===== src/rtl/sdram_seq.sv =====
module sdram_seq #(
  parameter int CLK_NS        = 5,
  parameter int T_RCD_NS      = 20,
  parameter int T_RP_NS       = 20,
  parameter int T_RAS_NS      = 45,
  parameter int T_RC_NS       = 70,
  parameter int T_RRD_NS      = 20,
  parameter int MRD_CYC       = 2,
  parameter int WR_CYC        = 2,
  parameter int CAS_LAT       = 3,
  parameter int REF_WINDOW_NS = 64_000_000,
  parameter int REF_COUNT     = 4096
) (
  input  logic        clk,
  input  logic        rst_n,
  input  logic        req_valid,
  input  logic        req_write,
  input  logic        req_ap,
  input  logic [1:0]  req_bank,
  input  logic [11:0] req_row,
  input  logic [8:0]  req_col,
  output logic        req_ack,
  output logic        init_done,
  output logic        cs_n,
  output logic        ras_n,
  output logic        cas_n,
  output logic        we_n,
  output logic [1:0]  ba,
  output logic [11:0] addr
);
  localparam int RCD  = (T_RCD_NS + CLK_NS - 1) / CLK_NS;
  localparam int RP   = (T_RP_NS  + CLK_NS - 1) / CLK_NS;
  localparam int RAS  = (T_RAS_NS + CLK_NS - 1) / CLK_NS;
  localparam int RC   = (T_RC_NS  + CLK_NS - 1) / CLK_NS;
  localparam int RRD  = (T_RRD_NS + CLK_NS - 1) / CLK_NS;
  localparam int REFI = REF_WINDOW_NS / REF_COUNT / CLK_NS;
  localparam int TW   = $clog2(RC + RAS + RP + RCD + RRD + WR_CYC + MRD_CYC + 2);
  localparam int RW   = $clog2(REFI + 1);
  localparam logic [11:0] MODE = {5'b00000, 3'(CAS_LAT), 1'b0, 3'b000};
  localparam logic [3:0] C_NOP = 4'b0111, C_ACT = 4'b0011, C_RD = 4'b0101,
                         C_WR = 4'b0100, C_PRE = 4'b0010, C_REF = 4'b0001,
                         C_MRS = 4'b0000;

  logic [1:0]    phase;
  logic [TW-1:0] gwait, c_rrd;
  logic [TW-1:0] c_rcd [4], c_ras [4], c_rc [4], c_rp [4], c_wr [4];
  logic [3:0]    openb;
  logic [11:0]   orow [4];
  logic [RW-1:0] ref_cnt;
  logic          ref_pend;
  logic          pre_ok_all, idle_all;
  logic          do_act, do_pre, do_pall, do_col, do_ref, do_mrs;

  wire [1:0] b   = req_bank;
  wire       hit = openb[b] && (orow[b] == req_row);
  assign init_done = (phase == 2'd2);

  always_comb begin
    {do_act, do_pre, do_pall, do_col, do_ref, do_mrs} = '0;
    pre_ok_all = 1'b1;
    idle_all   = 1'b1;
    for (int i = 0; i < 4; i++) begin
      pre_ok_all = pre_ok_all && (c_ras[i] == 0) && (c_wr[i] == 0);
      idle_all   = idle_all && (c_rp[i] == 0) && (c_rc[i] == 0);
    end
    if (phase == 2'd0) do_pall = 1'b1;
    else if (gwait == 0) begin
      if (phase == 2'd1) do_mrs = 1'b1;
      else if (ref_pend) begin
        if (openb != 0) do_pall = pre_ok_all;
        else            do_ref  = idle_all;
      end else if (req_valid) begin
        if (hit)            do_col = (c_rcd[b] == 0) && (!req_ap || c_ras[b] == 0);
        else if (openb[b])  do_pre = (c_ras[b] == 0) && (c_wr[b] == 0);
        else                do_act = (c_rp[b] == 0) && (c_rc[b] == 0) && (c_rrd == 0);
      end
    end
  end

  always_ff @(posedge clk) begin
    if (!rst_n) begin
      phase <= 2'd0; gwait <= '0; c_rrd <= '0; openb <= '0;
      ref_cnt <= '0; ref_pend <= 1'b0; req_ack <= 1'b0;
      {cs_n, ras_n, cas_n, we_n} <= 4'b1111; ba <= '0; addr <= '0;
      for (int i = 0; i < 4; i++) begin
        c_rcd[i] <= '0; c_ras[i] <= '0; c_rc[i] <= '0;
        c_rp[i] <= '0; c_wr[i] <= '0; orow[i] <= '0;
      end
    end else begin
      for (int i = 0; i < 4; i++) begin
        if (c_rcd[i] != 0) c_rcd[i] <= c_rcd[i] - 1'b1;
        if (c_ras[i] != 0) c_ras[i] <= c_ras[i] - 1'b1;
        if (c_rc[i]  != 0) c_rc[i]  <= c_rc[i]  - 1'b1;
        if (c_rp[i]  != 0) c_rp[i]  <= c_rp[i]  - 1'b1;
        if (c_wr[i]  != 0) c_wr[i]  <= c_wr[i]  - 1'b1;
      end
      if (c_rrd != 0) c_rrd <= c_rrd - 1'b1;
      if (gwait != 0) gwait <= gwait - 1'b1;
      {cs_n, ras_n, cas_n, we_n} <= C_NOP;
      req_ack <= 1'b0;

      if (do_pall) begin
        {cs_n, ras_n, cas_n, we_n} <= C_PRE;
        addr  <= 12'h400;
        openb <= '0;
        for (int i = 0; i < 4; i++) c_rp[i] <= TW'(RP - 1);
        if (phase == 2'd0) begin phase <= 2'd1; gwait <= TW'(RP - 1); end
      end
      if (do_mrs) begin
        {cs_n, ras_n, cas_n, we_n} <= C_MRS;
        ba <= 2'd0; addr <= MODE; phase <= 2'd2; gwait <= TW'(MRD_CYC - 1);
      end
      if (do_ref) begin
        {cs_n, ras_n, cas_n, we_n} <= C_REF;
        gwait <= TW'(RC - 1); ref_pend <= 1'b0;
      end
      if (do_act) begin
        {cs_n, ras_n, cas_n, we_n} <= C_ACT;
        ba <= b; addr <= req_row; openb[b] <= 1'b1; orow[b] <= req_row;
        c_rcd[b] <= TW'(RCD - 1); c_ras[b] <= TW'(RAS - 1);
        c_rc[b] <= TW'(RC - 1); c_rrd <= TW'(RRD - 1);
      end
      if (do_pre) begin
        {cs_n, ras_n, cas_n, we_n} <= C_PRE;
        ba <= b; addr <= 12'h000; openb[b] <= 1'b0; c_rp[b] <= TW'(RP - 1);
      end
      if (do_col) begin
        {cs_n, ras_n, cas_n, we_n} <= req_write ? C_WR : C_RD;
        ba <= b; addr <= {1'b0, req_ap, 1'b0, req_col}; req_ack <= 1'b1;
        if (req_write) c_wr[b] <= TW'(WR_CYC - 1);
        if (req_ap) begin
          openb[b] <= 1'b0;
          c_rp[b]  <= req_write ? TW'(RP - 1 + WR_CYC) : TW'(RP);
        end
      end

      if (ref_cnt == RW'(REFI - 1)) begin
        ref_cnt <= '0; ref_pend <= 1'b1;
      end else ref_cnt <= ref_cnt + 1'b1;
    end
  end
endmodule


===== config.mk =====
export PLATFORM = sky130hd
export DESIGN_NAME = sdram_seq
export DESIGN_NICKNAME = d
export VERILOG_FILES = /design/src/rtl/sdram_seq.sv
export SDC_FILE = /design/constraint.sdc
export NUM_CORES = 1
export LEC_CHECK = 0
export ABC_AREA = 0
export BUFFER_PORTS_ARGS = -buffer_cell sky130_fd_sc_hd__buf_2
export CORE_MARGIN = 5
export CORE_UTILIZATION = 55
export DETAILED_ROUTE_END_ITERATION = 10
export GPL_TIMING_DRIVEN = 1
export PLACE_DENSITY_LB_ADDON = 0.08
export SYNTH_ARGS = -nofsm -noshare
export SYNTH_HDL_FRONTEND = slang
export SYNTH_SLANG_ARGS = --single-unit

===== constraint.sdc =====
create_clock -name clk -period 4.05 [get_ports clk]
set_input_delay 0.6075 -clock clk [delete_from_list [all_inputs] [get_ports clk]]
set_output_delay 0.6075 -clock clk [all_outputs]
set_load 0.05 [all_outputs]

# [Word-level counts from Yosys, hierarchy flattened]
# Memory sizes are Yosys's and may differ from the RTL's.
# Cells that the tools add are included.
[word_totals] out_inout_bits=20 latch_bits=0 elab_cells=356 inputBits=28 romBits=0 mem_count=6 reg_bits=50 ramBits=168
[memory_table] name="orow" words=4 word_bits=12 rd=1 rd_ports_with_merged_regs=0 wr=4 line_no="48" text="logic [11:0] orow [4];"
[memory_table] name="c_ras" words=4 word_bits=6 rd=5 rd_ports_with_merged_regs=0 wr=5 line_no="46" text="logic [TW-1:0] c_rcd [4], c_ras [4], c_rc [4], c_rp [4], c_wr [4];"
[memory_table] name="c_rc" words=4 word_bits=6 rd=5 rd_ports_with_merged_regs=0 wr=5 line_no="46"
[memory_table] name="c_rcd" words=4 word_bits=6 rd=5 rd_ports_with_merged_regs=0 wr=5 line_no="46"
[memory_table] name="c_rp" words=4 word_bits=6 rd=5 rd_ports_with_merged_regs=0 wr=5 line_no="46"
[memory_table] name="c_wr" words=4 word_bits=6 rd=5 rd_ports_with_merged_regs=0 wr=5 line_no="46"
[classes] mul=0 muxes=190 n_bitwise=30 div_mod_pow=0 addsub=23 n_shift=0 eq_ne=4 n_reduce_logical=84 n_lt_le_gt_ge=2
[ops] op="6-bit 2-to-1 mux" n=28
[ops] op="6-bit zero test" n=23
[ops] op="1-bit 2-to-1 mux" n=134
[ops] op="6-bit nonzero test" n=22
[ops] op="6-bit by 1-bit subtractor with 6-bit output (second input constant)" n=22
[ops] op="12-bit 2-to-1 mux" n=4
[ops] op="4-bit 2-to-1 mux" n=10
[ops] op="1-bit OR" n=25
[ops] op="11-bit 2-to-1 mux" n=2
[ops] op="1-bit logical AND" n=20
[ops] op="2-bit 2-to-1 mux" n=10
[ops] op="12-bit by 1-bit adder with 12-bit output (second input constant)" n=1
[ops] op="12-bit == test" n=1
[ops] op="12-bit == test (second input constant)" n=1
[ops] op="12-bit OR reduction" n=1
[ops] op="4-bit bitwise AND" n=2
[ops] op="2-bit nonzero test" n=4
[ops] op="4-bit nonzero test" n=2
[ops] op="2-bit OR reduction" n=3
[ops] op="3-bit OR reduction" n=2
[ops] op="5-bit nonzero test" n=1
[ops] op="4-bit NOT" n=1
[ops] op="4-bit OR" n=1
[ops] op="2-bit AND reduction" n=2
[ops] op="11 further kinds" n=11

# [Longest topological paths before layout]
# An unclocked memory read counts as a cell.
[depth] depth_word=25 ltp_mapped=11 depth_no_buf=10

# [Least setup slack after synthesis]
# Ideal clock, no wire load.
[synth_path] path_type="input port to flip-flop" from="in req_bank[0]" to="mem orow[1][0], enable pin" t_required_ns=3.712 setup_time_ns=0.338 setup_slack_ns=0.559 path_buffers=4 t_arrival_ns=3.152 cell_stages=9 path_cell_list="buf_2 -> buf_2 -> mux4_2 -> or4_1 -> nor4b_1 -> buf_2 -> nand2_1 -> nand2_1 -> buf_2"
[synth_rtl] item="start: declaration" line_no="19" text="input logic [1:0] req_bank,"
[synth_rtl] item="end: declaration" line_no="48"

==> flow_metrics.env <==
export IMPL_path_clk_slew_ns=0.06
export IMPL_grt_pass1_wl_um=41400
export IMPL_fin_skew_ns=0.0138
export IMPL_syn2layout_area_growth_pct=14.5
export IMPL_drt_iter0_drc=654
export IMPL_wirelength_um=25600
export IMPL_layout_commonest_cell="dfxtp_1"
export IMPL_worst_slew_pin_slew_ns=0.967
export IMPL_cp_max_fo=10
export IMPL_p_total_mw=9.41
export IMPL_critPathTopFamily="simple AND/OR/NAND/NOR gates"
export IMPL_maxCapViolCount=0
export IMPL_antenna_found_initial=0
export IMPL_yosys_warnings=0
export IMPL_setup_viol=0
export IMPL_synth_top_family_by_area="simple AND/OR/NAND/NOR gates"
export IMPL_period_minus_slack_ns=3.53
export IMPL_htreeDepth=1
export IMPL_fmaxAchievable_mhz=283
export IMPL_postLayoutCellArea_mm2=0.0123
export IMPL_r2r_cells=10
export IMPL_synth_largest_area_cell="dfxtp_1"
export IMPL_cts_setup_buffers=0
export IMPL_grt_usage=0.229
export IMPL_cts_sink_count=218
export IMPL_std_cell_rows=51
export IMPL_grt_max_degree=56
export IMPL_yosys_area_share_adder=0.0407
export IMPL_first_global_vias=8151
export IMPL_drt_vias_per_instance=5.72
export IMPL_drive_gt1_frac=0.131
export IMPL_synthSimpleGateAreaFrac=0.244
export IMPL_antenna_cells=0
export IMPL_ant_nets=0
export IMPL_synth_top_area_share=0.294
export IMPL_initial_core_util=0.556
export IMPL_min_path_type="in2reg"
export IMPL_cts_tree="built"
export IMPL_hpwl_um=18000
export IMPL_critical_path_cell_count=10
export IMPL_insertion_delay_ns=0.53
export IMPL_total_leakage_power_nw=5.07
export IMPL_synthDistinctLibCells=72
export IMPL_mostFrequentLayoutCells="dfxtp_1 (158), nor2_1 (135), nand2_1 (89), edfxtp_1 (60), a21oi_1 (59)"
export IMPL_vias=8570
export IMPL_cp_slowest_stage_delay_ns=0.52
export IMPL_p_comb_frac=0.406
export IMPL_syn_cell_area_mm2=0.0108
export IMPL_crit_slowest_cell="or4b_1"
export IMPL_path_class="reg2reg"
export IMPL_numCtsBuffers=25
export IMPL_synth_compound_area_share=0.102
export IMPL_slew_headroom=0.346
export IMPL_cts_root_buf="clkbuf_16"
export IMPL_switchingPower_mw=3.53
export IMPL_place_ws_ns=0.194
export IMPL_whs_ns=0.385
export IMPL_synthFlopType="dfxtp_1"
export IMPL_routedWlPerCell_um=17.1
export IMPL_finalWorstSetupSlack_ns=0.516
export IMPL_yosys_top_cells_area="dfxtp_1 (29%), edfxtp_1 (17%), nor2_1 (4.7%), ha_1 (4.1%), xnor2_1 (4.1%)"
export IMPL_swShare=0.376
export IMPL_worstPathRequired_ns=4.28
export IMPL_synth_edf_count=60
export IMPL_worst_endpoint_arrival_ns=3.77
export IMPL_drt_pass1_iter_count=5
export IMPL_hold_depth=3
export IMPL_power_density_mw_per_mm2=763
export IMPL_final_cells=1497
export IMPL_synthMuxAreaShare=0.0461
export IMPL_ioPinCount=48
export IMPL_gp_congestion=0.854
export IMPL_rsz0062_at_grt="no"
export IMPL_cts_resized=0
export IMPL_pwr_share_clk=0.243
export IMPL_hold_violations=0
export IMPL_cp_cell_sequence="inv_1 -> ha_1 -> or4b_1 -> nor2_2 -> and4b_1 -> nand3_1 -> or4_4 -> a21oi_4 -> a21o_1 -> or2_2"
export IMPL_place_area_mm2=0.0115
export IMPL_yosysSeqAreaShare=0.461
export IMPL_p_int_mw=5.87
export IMPL_fin_tns_setup_ns=0
export IMPL_synth_avg_cell_area_um2=9.40
export IMPL_die_h_um=150
export IMPL_core_area_mm2=0.0193
export IMPL_period_share=0.873
export IMPL_port_buffers=47
export IMPL_synth_nets=1207
export IMPL_synthXorXnorAreaFrac=0.0708
export IMPL_peakVddDrop_v=0.000505
export IMPL_async_flop_share=0
export IMPL_placed_cells=1451
export IMPL_crit_path_start_kind="register"
export IMPL_power_frac_seq=0.350
export IMPL_utilization=0.637
export IMPL_worstPathBufferInverterCount=1
export IMPL_postCtsHoldBufs=0
export IMPL_nets=1276
export IMPL_drv_slew=0
export IMPL_drc=0
export IMPL_cp_end_kind="register"
export IMPL_die_area_mm2=0.0225
export IMPL_cts_buffer_depth=3
export IMPL_ys_ff_latch=218
export IMPL_synthCells=1144
export IMPL_die_w_um=150
export IMPL_globalRouteOverflowTotal=0
export IMPL_status="finished, final reports clean"
-- worst paths after layout --
| check | start | end | slack (ns) |
|---|---|---|---|
| worst max-delay path | gwait[0]$_SDFF_PN0_ | c_rp[0][1]$_DFFE_PP_ | 0.52 |
| worst min register to register | addr[2]$_SDFFE_PN0P_ | addr[2]$_SDFFE_PN0P_ | 0.46 |
| worst min-delay path | req_col[6] | addr[6]$_SDFFE_PN0P_ | 0.38 |
| worst max register to register | gwait[0]$_SDFF_PN0_ | c_rp[0][1]$_DFFE_PP_ | 0.52 |
-- power by group through the flow --
stage / registers, mW / logic (mW) / clock network [mW]
5_1_grt: 3.39 / 4.32 / 2.43
4_1_cts: 3.29 / 3.83 / 2.33
2_1_floorplan: 3.31 / 2.91 / 0
6_report: 3.30 / 3.82 / 2.29
3_3_place_gp: 3.32 / 3.73 / 0
3_5_place_dp: 3.33 / 3.79 / 0
-- kinds of logic after synthesis --
family          count (synthesis)
fa+ha+maj                      35
xor+xnor                       87
buf+inv                        96
simple gates                  503
flops                         218
compound gates                168
mux                            37
-- worst register-to-register path: cells and delay by family (launching register included) --
| family | cells | cell delay (ns) |
|---|---|---|
| simple gates | 6 | 2.04 |
| compound gates | 2 | 0.58 |
| flops | 1 | 0.31 |
| fa+ha+maj | 1 | 0.21 |
| buf+inv | 1 | 0.09 |
-- layer usage --
| metal | routed length (um) | track usage | vias up |
|---|---|---|---|
| li1 | - | - | 4214 |
| met1 | 11900 | 0.319 | 4098 |
| met2 | 11700 | 0.374 | 217 |
| met3 | 1430 | 0.0366 | 41 |
| met4 | 594 | 0.0595 | 0 |
| met5 | 0 | 0 | - |
-- layout make-up --
cell class | count | area, um^2
inverters | 58 | 218
flip-flops and latches | 218 | 4960
clock inverters | 10 | 138
clock buffers | 36 | 707
fillers | 1617 | 7010
well taps | 265 | 332
repair buffers | 80 | 533
multi-input cells | 830 | 5430
-- registers in the layout, indices dropped and copies added, names as in the netlist, 12 cells and up --
register / flops
c_rp: 24
c_ras: 24
c_rcd: 24
ref_cnt: 12
orow: 48
c_wr: 24
c_rc: 24
addr: 12
-- Yosys cell counts (20+ instances only) --
| cell | instances |
|---|---|
| dfxtp_1 | 158 |
| nor2_1 | 135 |
| nand2_1 | 89 |
| edfxtp_1 | 60 |
| a21oi_1 | 59 |
| inv_1 | 58 |
| nor3_1 | 53 |
| xnor2_1 | 50 |
| and3_1 | 47 |
| xor2_1 | 37 |
| ha_1 | 35 |
| o21ai_0 | 29 |
| nand3_1 | 27 |
| clkbuf_1 | 25 |
| nor4_1 | 24 |
| and2_1 | 20 |
Power figures use the tool's default switching activity.
